==> config.mk <==
export PLATFORM = sky130hd
export DESIGN_NAME = pwm_fifo_top
export DESIGN_NICKNAME = d
export VERILOG_FILES = /design/src/rtl/pwm_fifo_pkg.sv /design/src/rtl/pwm_sample_fifo.sv /design/src/rtl/pwm_wave_engine.sv /design/src/rtl/pwm_fifo_regs.sv /design/src/rtl/pwm_fifo_top.sv
export SDC_FILE = /design/constraint.sdc
export NUM_CORES = 1
export LEC_CHECK = 0
export BUFFER_PORTS_ARGS = -buffer_cell sky130_fd_sc_hd__buf_2
export CAP_MARGIN = 20
export CORE_ASPECT_RATIO = 0.6
export CORE_MARGIN = 8
export CORE_UTILIZATION = 35
export CTS_CLUSTER_DIAMETER = 100
export DETAILED_ROUTE_END_ITERATION = 7
export PLACE_DENSITY = 0.52
export SLEW_MARGIN = 5
export SYNTH_ARGS = -nofsm -noshare
export SYNTH_HDL_FRONTEND = slang
export SYNTH_SLANG_ARGS = --single-unit
==> constraint.sdc <==
create_clock -name clk -period 3.6 [get_ports clk]
set_input_delay 0.18 -clock clk [delete_from_list [all_inputs] [get_ports clk]]
set_output_delay 0.18 -clock clk [all_outputs]
set_load 0.1 [all_outputs]
==> src/rtl/pwm_fifo_pkg.sv <==
package pwm_fifo_pkg;

  // register interface geometry
  localparam int DATA_W = 32;
  localparam int CNT_W  = 16;
  localparam int PRE_W  = 12;

  // byte offsets decoded by the register block
  localparam int OFS_CTRL = 'h00;
  localparam int OFS_STAT = 'h04;
  localparam int OFS_SAMP = 'h0C;
  localparam int OFS_PER  = 'h10;

  // control word bit positions
  localparam int BIT_RUN  = 0;
  localparam int BIT_SRST = 3;
  localparam int BIT_PRE  = 4;
  localparam int BIT_SEL  = 16;
  localparam int BIT_DBG  = 22;
  localparam int BIT_WAIT = 23;
  localparam int BIT_DOZE = 24;

  // largest period value the counter accepts
  localparam logic [CNT_W-1:0] PER_CEIL = {{(CNT_W-1){1'b1}}, 1'b0};

  typedef struct packed {
    logic             fl_doze;
    logic             fl_wait;
    logic             fl_dbg;
    logic [1:0]       src_sel;
    logic [PRE_W-1:0] presc;
    logic             run;
  } ctrl_t;

  // control readback word; busy shows the soft reset in progress
  function automatic logic [DATA_W-1:0] ctrl_pack(ctrl_t c, logic busy);
    logic [DATA_W-1:0] w;
    w = '0;
    w[BIT_RUN]            = c.run;
    w[BIT_SRST]           = busy;
    w[BIT_PRE +: PRE_W]   = c.presc;
    w[BIT_SEL +: 2]       = c.src_sel;
    w[BIT_DBG]            = c.fl_dbg;
    w[BIT_WAIT]           = c.fl_wait;
    w[BIT_DOZE]           = c.fl_doze;
    return w;
  endfunction

  // saturate a written period value to the counter ceiling
  function automatic logic [CNT_W-1:0] period_sat(logic [DATA_W-1:0] w);
    if (w >= DATA_W'(PER_CEIL)) return PER_CEIL;
    return w[CNT_W-1:0];
  endfunction

  // last counter value of a period: a period spans value+2 ticks
  function automatic logic [CNT_W-1:0] period_last(logic [CNT_W-1:0] p);
    return p + 1'b1;
  endfunction

endpackage

==> src/rtl/pwm_sample_fifo.sv <==
module pwm_sample_fifo #(
  parameter int DEPTH = 4,
  parameter int W     = 16,
  localparam int AW   = (DEPTH > 1) ? $clog2(DEPTH) : 1,
  localparam int CW   = $clog2(DEPTH + 1)
) (
  input  logic          clk,
  input  logic          rst_n,
  input  logic          clr,
  input  logic          push,
  input  logic [W-1:0]  push_data,
  input  logic          pop,
  output logic [W-1:0]  head,
  output logic [CW-1:0] count,
  output logic          full,
  output logic          empty
);

  logic [W-1:0]  mem [DEPTH];
  logic [AW-1:0] wp, rp;
  logic          do_push, do_pop;

  assign full    = (count == CW'(DEPTH));
  assign empty   = (count == '0);
  assign do_push = push && !full;
  assign do_pop  = pop && !empty;
  assign head    = mem[rp];

  function automatic logic [AW-1:0] ptr_next(logic [AW-1:0] p);
    return (p == AW'(DEPTH - 1)) ? '0 : p + 1'b1;
  endfunction

  always_ff @(posedge clk) begin
    if (do_push) mem[wp] <= push_data;
  end

  always_ff @(posedge clk or negedge rst_n) begin
    if (!rst_n) begin
      wp    <= '0;
      rp    <= '0;
      count <= '0;
    end else if (clr) begin
      wp    <= '0;
      rp    <= '0;
      count <= '0;
    end else begin
      if (do_push) wp <= ptr_next(wp);
      if (do_pop)  rp <= ptr_next(rp);
      case ({do_push, do_pop})
        2'b10:   count <= count + 1'b1;
        2'b01:   count <= count - 1'b1;
        default: count <= count;
      endcase
    end
  end

endmodule

==> src/rtl/pwm_wave_engine.sv <==
module pwm_wave_engine
  import pwm_fifo_pkg::*;
(
  input  logic             clk,
  input  logic             rst_n,
  input  logic             clr,
  input  logic             en,
  input  logic [PRE_W-1:0] presc,
  input  logic [CNT_W-1:0] per_q,
  input  logic             fifo_empty,
  input  logic [CNT_W-1:0] fifo_head,
  output logic             pop,
  output logic [CNT_W-1:0] active,
  output logic             tick,
  output logic             boundary,
  output logic             pwm
);

  logic             run_q;
  logic [PRE_W-1:0] pcnt;
  logic [CNT_W-1:0] cnt;
  logic             start, wrap;

  assign tick     = run_q && (pcnt == presc);
  assign wrap     = tick && (cnt == period_last(per_q));
  assign start    = en && !run_q;
  assign boundary = start || wrap;
  assign pop      = boundary && !fifo_empty;
  assign pwm      = en && run_q && (cnt < active);

  always_ff @(posedge clk or negedge rst_n) begin
    if (!rst_n) begin
      run_q  <= 1'b0;
      pcnt   <= '0;
      cnt    <= '0;
      active <= '0;
    end else if (clr) begin
      run_q  <= 1'b0;
      pcnt   <= '0;
      cnt    <= '0;
      active <= '0;
    end else begin
      if (!en) begin
        run_q <= 1'b0;
        pcnt  <= '0;
        cnt   <= '0;
      end else begin
        run_q <= 1'b1;
        if (start) begin
          pcnt <= '0;
          cnt  <= '0;
        end else begin
          pcnt <= tick ? '0 : pcnt + 1'b1;
          if (tick) cnt <= wrap ? '0 : cnt + 1'b1;
        end
      end
      if (pop) active <= fifo_head;
    end
  end

endmodule

==> src/rtl/pwm_fifo_regs.sv <==
module pwm_fifo_regs
  import pwm_fifo_pkg::*;
#(
  parameter int ADDR_W     = 5,
  parameter int CW         = 3,
  parameter int RST_CYCLES = 4,
  localparam int RCW       = $clog2(RST_CYCLES + 1)
) (
  input  logic              clk,
  input  logic              rst_n,
  input  logic              wr_en,
  input  logic              rd_en,
  input  logic [ADDR_W-1:0] addr,
  input  logic [DATA_W-1:0] wdata,
  input  logic [CW-1:0]     fifo_count,
  input  logic [CNT_W-1:0]  active,
  output logic [DATA_W-1:0] rdata,
  output ctrl_t             ctrl_q,
  output logic [CNT_W-1:0]  per_q,
  output logic              push,
  output logic [CNT_W-1:0]  push_data,
  output logic              busy
);

  logic [RCW-1:0]    rst_cnt;
  logic              hit_ctrl, hit_stat, hit_samp, hit_per;
  ctrl_t             ctrl_wr;
  logic [DATA_W-1:0] rd_mux;

  assign hit_ctrl  = (int'(addr) == OFS_CTRL);
  assign hit_stat  = (int'(addr) == OFS_STAT);
  assign hit_samp  = (int'(addr) == OFS_SAMP);
  assign hit_per   = (int'(addr) == OFS_PER);
  assign busy      = (rst_cnt != '0);
  assign push      = wr_en && !busy && hit_samp;
  assign push_data = wdata[CNT_W-1:0];

  always_comb begin
    ctrl_wr.run     = wdata[BIT_RUN];
    ctrl_wr.presc   = wdata[BIT_PRE +: PRE_W];
    ctrl_wr.src_sel = wdata[BIT_SEL +: 2];
    ctrl_wr.fl_dbg  = wdata[BIT_DBG];
    ctrl_wr.fl_wait = wdata[BIT_WAIT];
    ctrl_wr.fl_doze = wdata[BIT_DOZE];
  end

  always_ff @(posedge clk or negedge rst_n) begin
    if (!rst_n) begin
      ctrl_q  <= '0;
      per_q   <= '0;
      rst_cnt <= '0;
    end else if (busy) begin
      ctrl_q  <= '0;
      per_q   <= '0;
      rst_cnt <= rst_cnt - 1'b1;
    end else if (wr_en) begin
      if (hit_ctrl) begin
        if (wdata[BIT_SRST]) begin
          ctrl_q  <= '0;
          per_q   <= '0;
          rst_cnt <= RCW'(RST_CYCLES);
        end else begin
          ctrl_q  <= ctrl_wr;
        end
      end
      if (hit_per) per_q <= period_sat(wdata);
    end
  end

  always_comb begin
    rd_mux = '0;
    if (hit_ctrl)      rd_mux = ctrl_pack(ctrl_q, busy);
    else if (hit_stat) rd_mux = DATA_W'(fifo_count);
    else if (hit_samp) rd_mux = DATA_W'(active);
    else if (hit_per)  rd_mux = DATA_W'(per_q);
  end

  always_ff @(posedge clk or negedge rst_n) begin
    if (!rst_n)     rdata <= '0;
    else if (rd_en) rdata <= rd_mux;
  end

endmodule

==> src/rtl/pwm_fifo_top.sv <==
module pwm_fifo_top
  import pwm_fifo_pkg::*;
#(
  parameter int ADDR_W     = 5,
  parameter int FIFO_DEPTH = 4,
  parameter int RST_CYCLES = 4,
  localparam int CW        = $clog2(FIFO_DEPTH + 1)
) (
  input  logic              clk,
  input  logic              rst_n,
  input  logic              wr_en,
  input  logic              rd_en,
  input  logic [ADDR_W-1:0] addr,
  input  logic [31:0]       wdata,
  output logic [31:0]       rdata,
  output logic              pwm_out
);

  ctrl_t            ctrl_q;
  logic [CNT_W-1:0] per_q;
  logic             push_req;
  logic [CNT_W-1:0] push_data;
  logic             srst_busy;
  logic             fifo_pop;
  logic [CNT_W-1:0] fifo_head;
  logic [CW-1:0]    fifo_count;
  logic             fifo_full, fifo_empty;
  logic [CNT_W-1:0] active_duty;
  logic             cnt_tick;
  logic             load_evt;

  pwm_fifo_regs #(
    .ADDR_W(ADDR_W), .CW(CW), .RST_CYCLES(RST_CYCLES)
  ) regs_i (
    .clk(clk), .rst_n(rst_n), .wr_en(wr_en), .rd_en(rd_en),
    .addr(addr), .wdata(wdata), .fifo_count(fifo_count),
    .active(active_duty), .rdata(rdata), .ctrl_q(ctrl_q),
    .per_q(per_q), .push(push_req), .push_data(push_data),
    .busy(srst_busy)
  );

  pwm_sample_fifo #(
    .DEPTH(FIFO_DEPTH), .W(CNT_W)
  ) fifo_i (
    .clk(clk), .rst_n(rst_n), .clr(srst_busy), .push(push_req),
    .push_data(push_data), .pop(fifo_pop), .head(fifo_head),
    .count(fifo_count), .full(fifo_full), .empty(fifo_empty)
  );

  pwm_wave_engine eng_i (
    .clk(clk), .rst_n(rst_n), .clr(srst_busy), .en(ctrl_q.run),
    .presc(ctrl_q.presc), .per_q(per_q), .fifo_empty(fifo_empty),
    .fifo_head(fifo_head), .pop(fifo_pop), .active(active_duty),
    .tick(cnt_tick), .boundary(load_evt), .pwm(pwm_out)
  );

endmodule

# == Word-level counts from Yosys, hierarchy flattened ==
# Memory sizes are Yosys's and may differ from the RTL's.
# Index checks and enable logic that the tools add are counted.
# totals
ramBits,64
n_memories,1
ff_bits,121
# memory_table
memory,words,word_bits,rd,rd_ports_with_merged_regs,wr,line_no,rtl
fifo_i.mem,4,16,1,0,1,pwm_sample_fifo.sv:19,logic [W-1:0] mem [DEPTH];
# op_classes
add_sub_neg,8
n_reduce_logical,30
n_lt_le_gt_ge,2
mux,46
n_eq_ne,11
# ops
operator,n
$mux 16,15
$mux 32,3
$mux 18,4
$mux 12,4
$add 16x1->16 const B,2
$ge 32x16->1 const B,1
$eq 16x16->1,1
$lt 16x16->1,1
$mux 3,5
$add 12x1->12 const B,1
$eq 12x12->1,1
$mux 2,6
$reduce_bool 2->1,6
$reduce_bool 3->1,4
$eq 5x5->1 const B,2
$logic_and 1x1->1,10
$mux 1,8
$eq 2x2->1 const B,3
$pmux 3 s2,1
$reduce_and 3->1,2
$sub 3x1->3 const B,2
$eq 5x4->1 const B,1
$logic_not 5->1,1
$add 2x1->2 const B,2
other kinds (8),11

# == Logic depth before layout (Yosys ltp) ==
# logic_depth
word_depth,9
ltp_mapped,16
ltp_nobuf,13

# == Cells and area by module ==
# A second synthesis with hierarchy kept.
# hier_totals
cells_unflattened,827
area_unflattened_um2,9158.8
# by_module_without_submodules
mod,area_per_inst_um2,n_inst,seq_area_each_um2,cells_per_inst
pwm_wave_engine,3380.7,1,1126.1,407
pwm_sample_fifo,2931.6,1,2097.0,149
pwm_fifo_regs,2846.5,1,1451.4,271

# == Worst setup path after synthesis ==
# Ideal clock, no wire load.
# synth_path
path_kind,register to register
startpoint,reg regs_i.per_q[0]
endpoint,reg fifo_i.count[2]
setup_time_ns,0.080
stages_incl_launch_ff,17
required_ns,3.520
slack_ns,0.071
arrival_time_ns,3.449
cell_sequence,dfrtp_1 > ha_1 > and4_1 > buf_4 > mux2i_1 > a211o_1 > a2111oi_4 > o2111ai_2 > a211o_1 > buf_6 > buf_6 > inv_2 > ha_1 > fa_1 > xnor2_1 > or3_1 > a21oi_1
# synth_via
elab_chain_cells,9
elab_cells_between_ends,11
# synth_rtl
element,line_no,rtl
start: declaration,pwm_fifo_regs.sv:19,"output logic [CNT_W-1:0] per_q,"
start signal: assignment,pwm_fifo_regs.sv:66,if (hit_per) per_q <= period_sat(wdata);
$add 16x1->16 (*),pwm_fifo_pkg.sv:57,return p + 1'b1;
$eq 16x16->1 (*),pwm_wave_engine.sv:25,assign wrap = tick && (cnt == period_last(per_q));
$logic_and 1x1->1 (*),pwm_wave_engine.sv:25,
$logic_or 1x1->1 (*),pwm_wave_engine.sv:27,assign boundary = start || wrap;
$logic_and 1x1->1 (*),pwm_wave_engine.sv:28,assign pop = boundary && !fifo_empty;
$logic_and 1x1->1 (*),pwm_sample_fifo.sv:26,assign do_pop = pop && !empty;
$eq 2x1->1 / $eq 2x2->1 (equally long branches),pwm_sample_fifo.sv:49,"case ({do_push, do_pop})"
$pmux 3 s2,pwm_sample_fifo.sv:49,
$mux 3,pwm_sample_fifo.sv:42,end else if (clr) begin
end signal: assignment,pwm_sample_fifo.sv:50,2'b10: count <= count + 1'b1;
end signal: assignment,pwm_sample_fifo.sv:51,2'b01: count <= count - 1'b1;
end signal: assignment,pwm_sample_fifo.sv:52,default: count <= count;
end: declaration,pwm_sample_fifo.sv:14,"output logic [CW-1:0] count,"
# Mark *: on every way between the ends. The rest lies on a longest branch, timed or not.
# A chain may end at the register's enable or synchronous reset.

# == Worst setup path in the final report ==
# layout_path
startpoint,reg regs_i.per_q[1]
endpoint,reg fifo_i.count[2]
# The elaborated chain is that of the path after synthesis.

==> flow_summary.toml <==
[synthesis]
synthFlopType = "dfrtp_1"
syn_inst = 766
yosys-top-cells-count = "dfrtp_1, nand2_1, nor2_1, edfxtp_1, xor2_1"
synth_top_area_frac = 0.318
syn_avg_cell_area_um2 = 11.3
synth_seq_cells = 174
ys_warn_count = 0
synth.largest_area_cell = "dfrtp_1"
ys_seq_area_frac = 0.539
synth_area_leaders = "dfrtp_1, edfxtp_1, mux4_2"
synthesis.area_um2 = 8670
synth_edf_count = 64
synthArstFlopShare = 0.632
ys_types = 58
synth.most_common_cell = "dfrtp_1"

[worst_setup_path]
reg2reg_depth = 13
worstSetupPathType = "reg2reg"
critPathCaptureType = "flop"
cp.required_ns = 3.96
path_max_fanout = 7
r2r-start = "regs_i.per_q[1]"
crit-reg2reg-capture = "fifo_i.count[2]"
r2r_setup_slack_ns = 0.25
worstPathArrival_ns = 3.71
cp-start-kind = "flop"

[placement]
dpl.cell_count = 1136
hpwl_um = 16600
globalplace.congestion = 0.852
pre_cts_ws_ns = 0.201
io_buffers = 62

[routing]
vias = 6169
post-route-drc-count = 0
initialDrtViolationCount = 490
drt-pass1-iter-count = 4
ant_nets = 0
wire_per_inst_um = 19.9
viasPerCell = 5.25
finalWirelength_um = 23400

[sta]
fin_crit_sh = 0.930
fin_crit_ns = 3.35
hold_viol_final = 0
fmax_ghz = 0.299
slew_violations = 0
clock_skew_ns = 0.0109
finalSetupViolations = 0
setup_slack_ns = 0.250
slew_headroom = 0.367
tightest_slew_ns = 0.949
fin_tns_setup_ns = 0
rsz0062_at_grt = "no"

[hold_path]
holdPathEnd = "fifo_i.mem[1][0]"
hold_depth = 1
min_path_type = "in2reg"
hp-start = "wdata[0]"

[cells_and_area]
stdcell_count = 1174
areaGrowthSynthToFinish_pct = 15.8
num_antenna_cells = 0
drive_above_1_share = 0.182
fin_nets = 906

[clock_tree]
cts_num_sinks = 174
htreeDepth = 4
cts_tree = "built"
clk_latency_ns = 0.44
clk_pin_slew_ns = 0.07
cts_made_buffers = 17
cts_buffer_depth = 2
cts_root_buf = "clkbuf_16"

[global_route]
grt_pass1_wl_um = 37000
grt_pass1_vias = 6027
grt.overflow.total = 0
antenna_found_initial = 1
grtUsageMet2 = 0.218
grt_max_degree = 59
top_usage_layer = "met1"
grtUsageMet3 = 0.0346
use_met1 = 0.255
grt_usage = 0.162

[power_and_ir_drop]
leakage_nw = 4.32
powerDensity_nw_per_um2 = 456
p_total_mw = 4.57
ir_drop_mv = 0.289

[die]
row_count = 44
start_util = 0.357
die_x_um = 219
dieHeight_um = 138
pin_count = 74
coreArea_um2 = 24300
die_area_um2 = 30200

[flow_run]
drv_cap = 0

[outcome]
status = "finished clean"
[layout by cell type (no fill, tap or decap), drive strengths merged, types with 3 or more instances in the layout]
master,n
mux2i,20
a21oi,26
dlygate4sd3,6
or3,5
clkinv,5
dfrtp,110
mux4,16
a31oi,3
xnor2,16
ha,25
xor2,33
edfxtp,64
nand4,15
nor2b,3
nor2,69
nand3,27
a22o,18
and4,4
and3,22
o22ai,5
and2,6
mux2,17
a2111oi,6
clkbuf,21
a211o,4
a21o,8
nand2,79
inv,34
nor4,13
a22oi,15
nor3b,3
buf,85
conb,11
nor3,3
o21ai,31
[flip-flops by register name (all words and copies together) (netlist names)]
| signal | flops |
|---|---|
| fifo_i.wp | 2 |
| fifo_i.count | 3 |
| fifo_i.mem | 64 |
| eng_i.cnt | 16 |
| eng_i.active | 16 |
| eng_i.pcnt | 12 |
| regs_i.per_q | 16 |
| eng_i.run_q | 1 |
| regs_i.rdata | 21 |
| fifo_i.rp | 2 |
| regs_i.ctrl_q | 18 |
| regs_i.rst_cnt | 3 |
[stage by stage]
stage / hold slack, ns / util / instance area, µm²
final: 0.0273 / 0.413 / 10000
after global routing: 0.0150 / 0.413 / 10000
after CTS: 0.0122 / 0.413 / 10000
after detailed placement: 0.323 / 0.386 / 9380
after global placement: 0.317 / 0.386 / 9380
after floorplan: -0.116 / - / 8700
[routing by layer]
layer  vias to the layer above  wire length, µm
met5                         -                8
met4                         2              282
met3                        24             1160
met2                       159             9300
met1                      3068            12600
li1                       2916                -
[critical path: stages, from the launching register on]
cell,delay (ns)
dfrtp_1,0.42
ha_1,0.23
and4_2,0.33
mux2i_1,0.10
a211o_1,0.34
a2111oi_4,0.33
o2111ai_2,0.17
a211o_1,0.36
inv_2,0.06
ha_1,0.19
fa_1,0.19
xnor2_1,0.08
or3_1,0.32
a21oi_1,0.14
[where the power goes]
group / total [mW] / switching (mW) / internal (mW)
logic: 0.565 / 0.449 / 0.115
clock network: 1.90 / 0.824 / 1.07
registers: 2.11 / 0.0229 / 2.09
total: 4.57 / 1.30 / 3.28
[cells by family (layout without fill, tap and decap cells)]
family / Yosys count / count (layout) / share of synthesized area
adder cells (fa/ha/maj): 26 / 26 / 0.0384
buffers and inverters: 78 / 154 / 0.0414
XOR/XNOR: 49 / 49 / 0.0495
multiplexers: 53 / 53 / 0.0868
AND/OR/NAND/NOR: 258 / 258 / 0.143
flip-flops: 174 / 174 / 0.539
AO/OA/AOI/OAI: 127 / 127 / 0.101
other: 1 / 11 / 0.000433
[repair_timing]
action	in CTS	in global routing
hold buffers	6	0
setup buffers	0	0
gates resized for setup	0	3
endpoints found under the setup margin	0	1
endpoints found under the hold margin	62	0
[how the worst max path moves through the flow]
stage	from	slack, ns	end
after floorplan	regs_i.per_q[0]	0.07	fifo_i.count[2]
after global placement	regs_i.per_q[1]	0.24	fifo_i.count[2]
after detailed placement	regs_i.per_q[1]	0.20	fifo_i.count[2]
after CTS	regs_i.per_q[1]	0.17	fifo_i.count[2]
after global routing	regs_i.per_q[1]	0.03	fifo_i.count[2]
final	regs_i.per_q[1]	0.25	fifo_i.count[2]
[area by class of cell]
class,instances,area (µm²)
fill,2340,14200
sequential,174,4670
multi-input combinational,524,3690
timing repair buffer,91,558
clock buffer,21,462
tap,322,403
clock inverter,11,129
inverter,31,116
(Power assumes the default switching activity.)
